<file path="config.mk">
export PLATFORM = sky130hd
export DESIGN_NAME = flash_pwr_ctrl
export DESIGN_NICKNAME = d
export VERILOG_FILES = /design/src/rtl/flash_pwr_pkg.sv /design/src/rtl/fp_addr_watch.sv /design/src/rtl/fp_pwr_fsm.sv /design/src/rtl/fp_wake_timer.sv /design/src/rtl/fp_read_hold.sv /design/src/rtl/flash_pwr_ctrl.sv
export SDC_FILE = /design/constraint.sdc
export NUM_CORES = 1
export LEC_CHECK = 0
export BUFFER_PORTS_ARGS = -buffer_cell sky130_fd_sc_hd__buf_2
export CORE_UTILIZATION = 30
export DETAILED_ROUTE_END_ITERATION = 10
export SLEW_MARGIN = 20
export SYNTH_ARGS = -nofsm -noshare
export SYNTH_HDL_FRONTEND = slang
export SYNTH_SLANG_ARGS = --single-unit
</file>
<file path="constraint.sdc">
create_clock -name clk -period 3.65 [get_ports clk]
set_input_delay 0.1825 -clock clk [delete_from_list [all_inputs] [get_ports clk]]
set_output_delay 0.1825 -clock clk [all_outputs]
set_load 0.005 [all_outputs]
</file>
<file path="src/rtl/flash_pwr_pkg.sv">
package flash_pwr_pkg;

    typedef enum logic [1:0] {
        PS_ACTIVE = 2'd0,
        PS_STBY   = 2'd1,
        PS_SLEEP  = 2'd2
    } pwr_state_e;

endpackage

</file>
<file path="src/rtl/fp_addr_watch.sv">
// Counts cycles of unchanged address, saturating at the sleep threshold.
module fp_addr_watch #(
    parameter int ADDR_W    = 20,
    parameter int SLEEP_CYC = 7
) (
    input  logic              clk,
    input  logic              rst_n,
    input  logic [ADDR_W-1:0] addr,
    output logic              settled_nx
);
    localparam int CW = $clog2(SLEEP_CYC + 1);
    localparam logic [CW-1:0] LIM_V = CW'(SLEEP_CYC);

    typedef struct packed {
        logic [ADDR_W-1:0] addr;
        logic [CW-1:0]     cnt;
    } aw_t;

    aw_t st_d, st_q;

    always_comb begin
        st_d      = st_q;
        st_d.addr = addr;
        if (addr != st_q.addr) begin
            st_d.cnt = '0;
        end else if (st_q.cnt != LIM_V) begin
            st_d.cnt = st_q.cnt + 1'b1;
        end
        settled_nx = (st_d.cnt == LIM_V);
    end

    always_ff @(posedge clk or negedge rst_n) begin
        if (!rst_n) st_q <= '0;
        else        st_q <= st_d;
    end
endmodule

</file>
<file path="src/rtl/fp_pwr_fsm.sv">
// Power state selection: standby over sleep over active.
module fp_pwr_fsm
    import flash_pwr_pkg::*;
(
    input  logic       clk,
    input  logic       rst_n,
    input  logic       ce_n,
    input  logic       rst_pin_n,
    input  logic       algo_busy,
    input  logic       sleep_ok,
    input  logic       settled_nx,
    output pwr_state_e state_d,
    output pwr_state_e state_q
);
    logic stby_req;

    always_comb begin
        // a running algorithm keeps the part awake through a deselect,
        // but the reset pin aborts it
        stby_req = !rst_pin_n || (ce_n && !algo_busy);
        if (stby_req) begin
            state_d = PS_STBY;
        end else if (settled_nx && sleep_ok) begin
            state_d = PS_SLEEP;
        end else begin
            state_d = PS_ACTIVE;
        end
    end

    always_ff @(posedge clk or negedge rst_n) begin
        if (!rst_n) state_q <= PS_STBY;
        else        state_q <= state_d;
    end
endmodule

</file>
<file path="src/rtl/fp_wake_timer.sv">
// Access-time count after standby exit.
module fp_wake_timer #(
    parameter int ACC_CYC = 4
) (
    input  logic clk,
    input  logic rst_n,
    input  logic stby_nx,
    output logic ready
);
    localparam int WCW = $clog2(ACC_CYC + 1);
    localparam logic [WCW-1:0] ACC_V = WCW'(ACC_CYC);

    typedef struct packed {
        logic [WCW-1:0] cnt;
        logic           rdy;
    } wt_t;

    wt_t st_d, st_q;

    always_comb begin
        st_d = st_q;
        if (stby_nx) begin
            st_d.cnt = '0;
        end else if (st_q.cnt != ACC_V) begin
            st_d.cnt = st_q.cnt + 1'b1;
        end
        st_d.rdy = (st_d.cnt == ACC_V) && !stby_nx;
    end

    always_ff @(posedge clk or negedge rst_n) begin
        if (!rst_n) st_q <= '0;
        else        st_q <= st_d;
    end

    assign ready = st_q.rdy;
endmodule

</file>
<file path="src/rtl/fp_read_hold.sv">
// Keeps the last array word on the bus while asleep.
module fp_read_hold #(
    parameter int DATA_W = 16
) (
    input  logic              clk,
    input  logic              rst_n,
    input  logic              asleep,
    input  logic [DATA_W-1:0] array_data,
    output logic [DATA_W-1:0] bus_data
);
    typedef struct packed {
        logic [DATA_W-1:0] word;
    } rh_t;

    rh_t st_d, st_q;

    always_comb begin
        st_d = st_q;
        if (!asleep) st_d.word = array_data;
        bus_data = asleep ? st_q.word : array_data;
    end

    always_ff @(posedge clk or negedge rst_n) begin
        if (!rst_n) st_q <= '0;
        else        st_q <= st_d;
    end
endmodule

</file>
<file path="src/rtl/flash_pwr_ctrl.sv">
module flash_pwr_ctrl
    import flash_pwr_pkg::*;
#(
    parameter int ADDR_W     = 20,
    parameter int DATA_W     = 16,
    parameter int ACC_CYC    = 4,
    parameter int MARGIN_CYC = 3
) (
    input  logic              clk,
    input  logic              rst_n,
    input  logic              ce_n,
    input  logic              rst_pin_n,
    input  logic              oe_n,
    input  logic [ADDR_W-1:0] addr,
    input  logic              rd_mode,
    input  logic              algo_busy,
    input  logic              ers_susp,
    input  logic              cmd_seq,
    input  logic [DATA_W-1:0] array_data,
    output logic [DATA_W-1:0] bus_data,
    output logic              bus_oe,
    output logic              low_power,
    output logic [1:0]        pwr_state,
    output logic              ready
);
    localparam int SLEEP_CYC = ACC_CYC + MARGIN_CYC;

    logic       settled_nx;
    logic       sleep_ok;
    pwr_state_e state_d, state_q;

    assign sleep_ok = rd_mode && !algo_busy && !ers_susp && !cmd_seq;

    fp_addr_watch #(.ADDR_W(ADDR_W), .SLEEP_CYC(SLEEP_CYC)) u_watch (
        .clk(clk), .rst_n(rst_n), .addr(addr), .settled_nx(settled_nx)
    );

    fp_pwr_fsm u_fsm (
        .clk(clk), .rst_n(rst_n), .ce_n(ce_n), .rst_pin_n(rst_pin_n),
        .algo_busy(algo_busy), .sleep_ok(sleep_ok), .settled_nx(settled_nx),
        .state_d(state_d), .state_q(state_q)
    );

    fp_wake_timer #(.ACC_CYC(ACC_CYC)) u_wake (
        .clk(clk), .rst_n(rst_n), .stby_nx(state_d == PS_STBY), .ready(ready)
    );

    fp_read_hold #(.DATA_W(DATA_W)) u_hold (
        .clk(clk), .rst_n(rst_n), .asleep(state_q == PS_SLEEP),
        .array_data(array_data), .bus_data(bus_data)
    );

    assign bus_oe    = !oe_n && (state_q != PS_STBY);
    assign low_power = (state_q != PS_ACTIVE);
    assign pwr_state = state_q;
endmodule

</file>
== Word-level counts from Yosys, hierarchy flattened ==
Cells that the tools add are included.

* Register bits: 45
* Bits of input ports: 45
* Output and inout port bits: 21
* Logic and storage cells: 38

* Add/subtract/negate cells: 2
* Eq/ne operators: 8
* Mux-type cells: 7
* Reduce and logical (&&, ||, !) cells: 15

{| class="wikitable"
|+ Operators with widths
! kind !! number
|-
| $ne 20x20->1 || 1
|-
| $mux 16 || 1
|-
| $mux 3 || 4
|-
| $logic_and 1x1->1 || 7
|-
| $add 3x1->3 const B || 2
|-
| $eq 3x3->1 const B || 2
|-
| $logic_not 1->1 || 6
|-
| $ne 3x3->1 const B || 2
|-
| $mux 2 || 2
|-
| $eq 2x1->1 const B || 1
|-
| $eq 2x2->1 const B || 1
|-
| $ne 2x1->1 const B || 1
|-
| $reduce_bool 2->1 || 1
|-
| $logic_or 1x1->1 || 1
|}

== Longest topological paths before layout ==
* Word-level depth: 11
* Depth in mapped cells: 6
* Gate-level depth less buffers: 6

== By module ==
Synthesis repeated with hierarchy kept, for this count alone.

* Cells, all modules: 129
* Area, all modules: 1850.5 µm²

{| class="wikitable"
|+ By module, submodules not included
! module !! times used !! cells an instance !! area each (µm²) !! sequential area each (µm²)
|-
| fp_addr_watch || 1 || 64 || 878.3 || 575.6
|-
| fp_read_hold || 1 || 34 || 649.4 || 400.4
|-
| fp_wake_timer || 1 || 19 || 203.9 || 100.1
|-
| fp_pwr_fsm || 1 || 6 || 78.8 || 51.3
|-
| flash_pwr_ctrl || 1 || 6 || 40.0 || 0.0
|}

== Worst setup path after synthesis ==
No wires, ideal clock.

* Path kind: register to register
* From: register u_watch.st_q[0] in the netlist's numbering
* To: register u_watch.st_q[1] in the netlist's numbering
* Setup time: 0.120 ns
* Arrival: 1.243 ns
* Data required time: 3.530 ns
* Setup slack: 2.287 ns
* Cell stages (with the launch flop): 5
* Path buffers: 0
* Period minus slack after synthesis: 1.363 ns
* Cell sequence: dfrtp_1 -> ha_1 -> nand2_1 -> mux2_2 -> and3_1

{| class="wikitable"
|+ RTL lines
! what !! line !! text
|-
| start: declaration || fp_addr_watch.sv:19 || <nowiki>aw_t st_d, st_q;</nowiki>
|-
| start signal: assignment || fp_addr_watch.sv:34 || <nowiki>else st_q <= st_d;</nowiki>
|}

== Worst setup path in the final report ==
* From: register u_fsm.state_q[1]
* To: output port bus_data[5]

* Word-level cells in the longest chain between the ends: 2

{| class="wikitable"
|+ RTL lines
! what !! line !! text
|-
| start: declaration || fp_pwr_fsm.sv:13 || <nowiki>output pwr_state_e state_q</nowiki>
|-
| start signal: assignment || fp_pwr_fsm.sv:32 || <nowiki>else state_q <= state_d;</nowiki>
|-
| $eq 2x2->1 || flash_pwr_ctrl.sv:49 || <nowiki>.clk(clk), .rst_n(rst_n), .asleep(state_q == PS_SLEEP),</nowiki>
|-
| $mux 16 || fp_read_hold.sv:20 || <nowiki>bus_data = asleep ? st_q.word : array_data;</nowiki>
|-
| end: declaration || flash_pwr_ctrl.sv:20 || <nowiki>output logic [DATA_W-1:0] bus_data,</nowiki>
|}

No other way between the ends.

==> flow_summary.yaml <==
synthesis:
  synth_cell_types: 26
  syn_nets: 174
  yosys.area.top_type_share: 0.619
  synth_area_leader_cell: "dfrtp_1"
  syn_avg_cell_area_sq_um: 14.1
  synth_area_sq_um: 1780
  synth_edf_count: 0
  yosys_register_bits: 45
  seq_area_frac_synth: 0.634
  post-synth-top-count-cell: "dfrtp_1"
  postSynthCellCount: 126
  ys.flop_type: "dfrtp_1"
  ys_warn_count: 0
  async_flop_share: 1.00
  synthTopCellsByArea: "dfrtp_1, mux2_2, xnor2_1"
  synth_common_cells: "dfrtp_1, xnor2_1, mux2_2"
global_route:
  overflow: 0
  antenna_found_initial: 0
  grt_use_met2: 0.170
  grt_pass1_vias: 1133
  grtUsageTotal: 0.110
  use_met3: 0.0322
  grt_pass1_wl_um: 5200
  busiest_layer: "met2"
  grtUsageMet1: 0.137
  grt_max_degree: 46
timing:
  fmax_ghz: 0.543
  drv_slew: 0
  setup_viol_count_final: 0
  slew-limit-headroom: 0.634
  worst_clock_skew_ns: 0.0102
  worst_slew_pin_slew_ns: 0.548
  whs_ns: 0.0118
  min_period_ns: 1.84
  rsz0062_at_grt: "false"
  setup_tns_ns: 0
  worst_slack_ns: 1.81
  finalCritPeriodShare: 0.504
  finalHoldViolations: 0
place:
  dp_hpwl_um: 2340
  detailed_place.area_sq_um: 2180
  place_ws_ns: 2.11
  routabilityCongestion: 0.677
  place.port_buffers: 65
floorplanning:
  coreArea_sq_um: 5610
  rows: 27
  io_pins: 66
  die-width_um: 79.0
  die_area_sq_um: 6240
  initial_core_util: 0.317
  die_h_um: 79.0
finish:
  antennaDiodeCount: 0
  num-fill-cells: 549
  design_area_sq_um: 2280
  multi_input_area_sq_um: 624
  fin_nets: 246
  drive_gt1_frac: 0.467
  areaGrowthSynthToFinish_pct: 28.1
  seq_area_sq_um: 1130
pwr:
  p_total_w: 0.000918
  peakVddDrop_mv: 0.239
  pwr-share-comb: 0.103
  p_sw_frac: 0.231
  power_switching_w: 0.000212
  p_per_area_nw_per_um2: 403
  power_frac_seq: 0.579
  p_clk_frac: 0.318
  leakagePower_nw: 1.07
  p_int_w: 0.000707
worst_setup_path:
  crit_required_ns: 3.47
  start_kind: "flop"
  worst_setup_path_end_kind: "output port"
  crit_type: "flop to output port"
  slowest_stage: "mux2_2"
  r2r-end: "u_watch.st_q[1]"
  crit_start: "u_fsm.state_q[1]"
  crit_end: "bus_data[5]"
  crit_fanout: 16
  rr_worst_depth: 4
  r2r_start: "u_watch.st_q[0]"
  crit_chain: "inv_1 -> nor2_4 -> mux2_2 -> buf_2"
  cp.arrival_ns: 1.66
  reg2reg_setup_slack_ns: 2.20
  critical_path.max_stage_delay_ns: 0.41
routing:
  viasPerCell: 4.28
  route.detailed.drc: 0
  drt-total-wl_um: 3140
  first_pass_iters: 4
  wl_per_cell_um: 11.6
  antenna_left: 0
  dr.first_iter.drc_count: 37
  dr_total_vias: 1161
clocking:
  cts.repair.resized: 0
  clk_transition_reported_paths_ns: 0.09
  cts-root-buf: "clkbuf_8"
  cts_tree: "yes"
  cts_hold_buf: 0
  clkLatencyLatePin_ns: 0.29
  clockBufferDepth: 2
  cts_sinks: 45
  cts_max_level: 2
  cts_made_buffers: 5
  cts_setup_buffers: 0
hold_path:
  hold_class: "input port to flop"
flow_run:
  drv_cap: 0
outcome:
  status: "finished, final reports clean"
## cells in the final DEF (no fill, tap or decap), types with 3 or more instances in the layout
cell type,synthesis,final
dfrtp_1,44,44
and3_1,3,3
buf_2,0,64
nor2_1,5,5
mux2_2,17,17
ha_1,3,3
nand2_1,5,5
nand4_1,6,6
xnor2_1,21,21
inv_1,4,4
clkbuf_8,0,5
## layer usage
layer / part of all wire / vias up / routed length [um]
li1: - / 575 / -
met1: 0.45 / 529 / 1420
met2: 0.44 / 49 / 1390
met3: 0.079 / 8 / 248
met4: 0.023 / 0 / 71
met5: 0 / - / 0
## stage by stage
| step | std cells | utilization |
|---|---|---|
| after global placement | 262 | 0.389 |
| after floorplan | 126 | - |
| after global routing | 271 | 0.406 |
| after CTS | 270 | 0.404 |
| final | 271 | 0.406 |
| after detailed placement | 262 | 0.389 |
## how the worst min path moves through the flow
stage                   from          endpoint  slack, ns  cells past startpoint
detailed placement   addr[6]   u_watch.st_q[9]       0.32                      1
floorplan              rst_n  u_fsm.state_q[1]      -0.11                      0
global placement    addr[13]  u_watch.st_q[16]       0.31                      1
global route         addr[6]   u_watch.st_q[9]      0.002                      1
finish               addr[6]   u_watch.st_q[9]       0.01                      1
CTS                  addr[6]   u_watch.st_q[9]     0.0004                      1
## registers in the layout (all words and copies together) (netlist names)
| signal | count |
|---|---|
| u_wake.st_q | 3 |
| u_watch.st_q | 23 |
| u_hold.st_q | 16 |
| u_wake.ready | 1 |
| u_fsm.state_q | 2 |
## power groups by stage
stage | combinational, W | clock (W) | sequential, W
2_1_floorplan | 0.0000429 | 0 | 0.000540
3_3_place_gp | 0.0000958 | 0 | 0.000541
3_5_place_dp | 0.0000966 | 0 | 0.000542
4_1_cts | 0.0000969 | 0.000310 | 0.000532
5_1_grt | 0.000108 | 0.000332 | 0.000535
6_report | 0.0000950 | 0.000292 | 0.000532
## critical path, delay by kind of cell (launching register included)
kind,cells,cell delay [ns]
buffers and inverters,2,0.21
flip-flops,1,0.36
multiplexers,1,0.41
AND/OR/NAND/NOR,1,0.39
## cells by family (layout without fill, tap and decap cells)
| group | after synthesis | in the layout | share of synthesized area |
|---|---|---|---|
| xor+xnor | 22 | 22 | 0.108 |
| compound gates | 5 | 5 | 0.0176 |
| buf+inv | 5 | 78 | 0.0148 |
| simple gates | 29 | 29 | 0.0964 |
| fa+ha+maj | 3 | 3 | 0.0211 |
| flops | 45 | 45 | 0.634 |
| mux | 17 | 17 | 0.108 |
## area by class of cell
| class | count | area share |
|---|---|---|
| inverters | 4 | 0.00659 |
| well taps | 72 | 0.0396 |
| multi-input cells | 76 | 0.274 |
| flip-flops and latches | 45 | 0.495 |
| clock inverters | 2 | 0.00440 |
| repair buffers | 66 | 0.148 |
| clock buffers | 6 | 0.0319 |
Note: power is estimated with default switching activity, not from simulation.
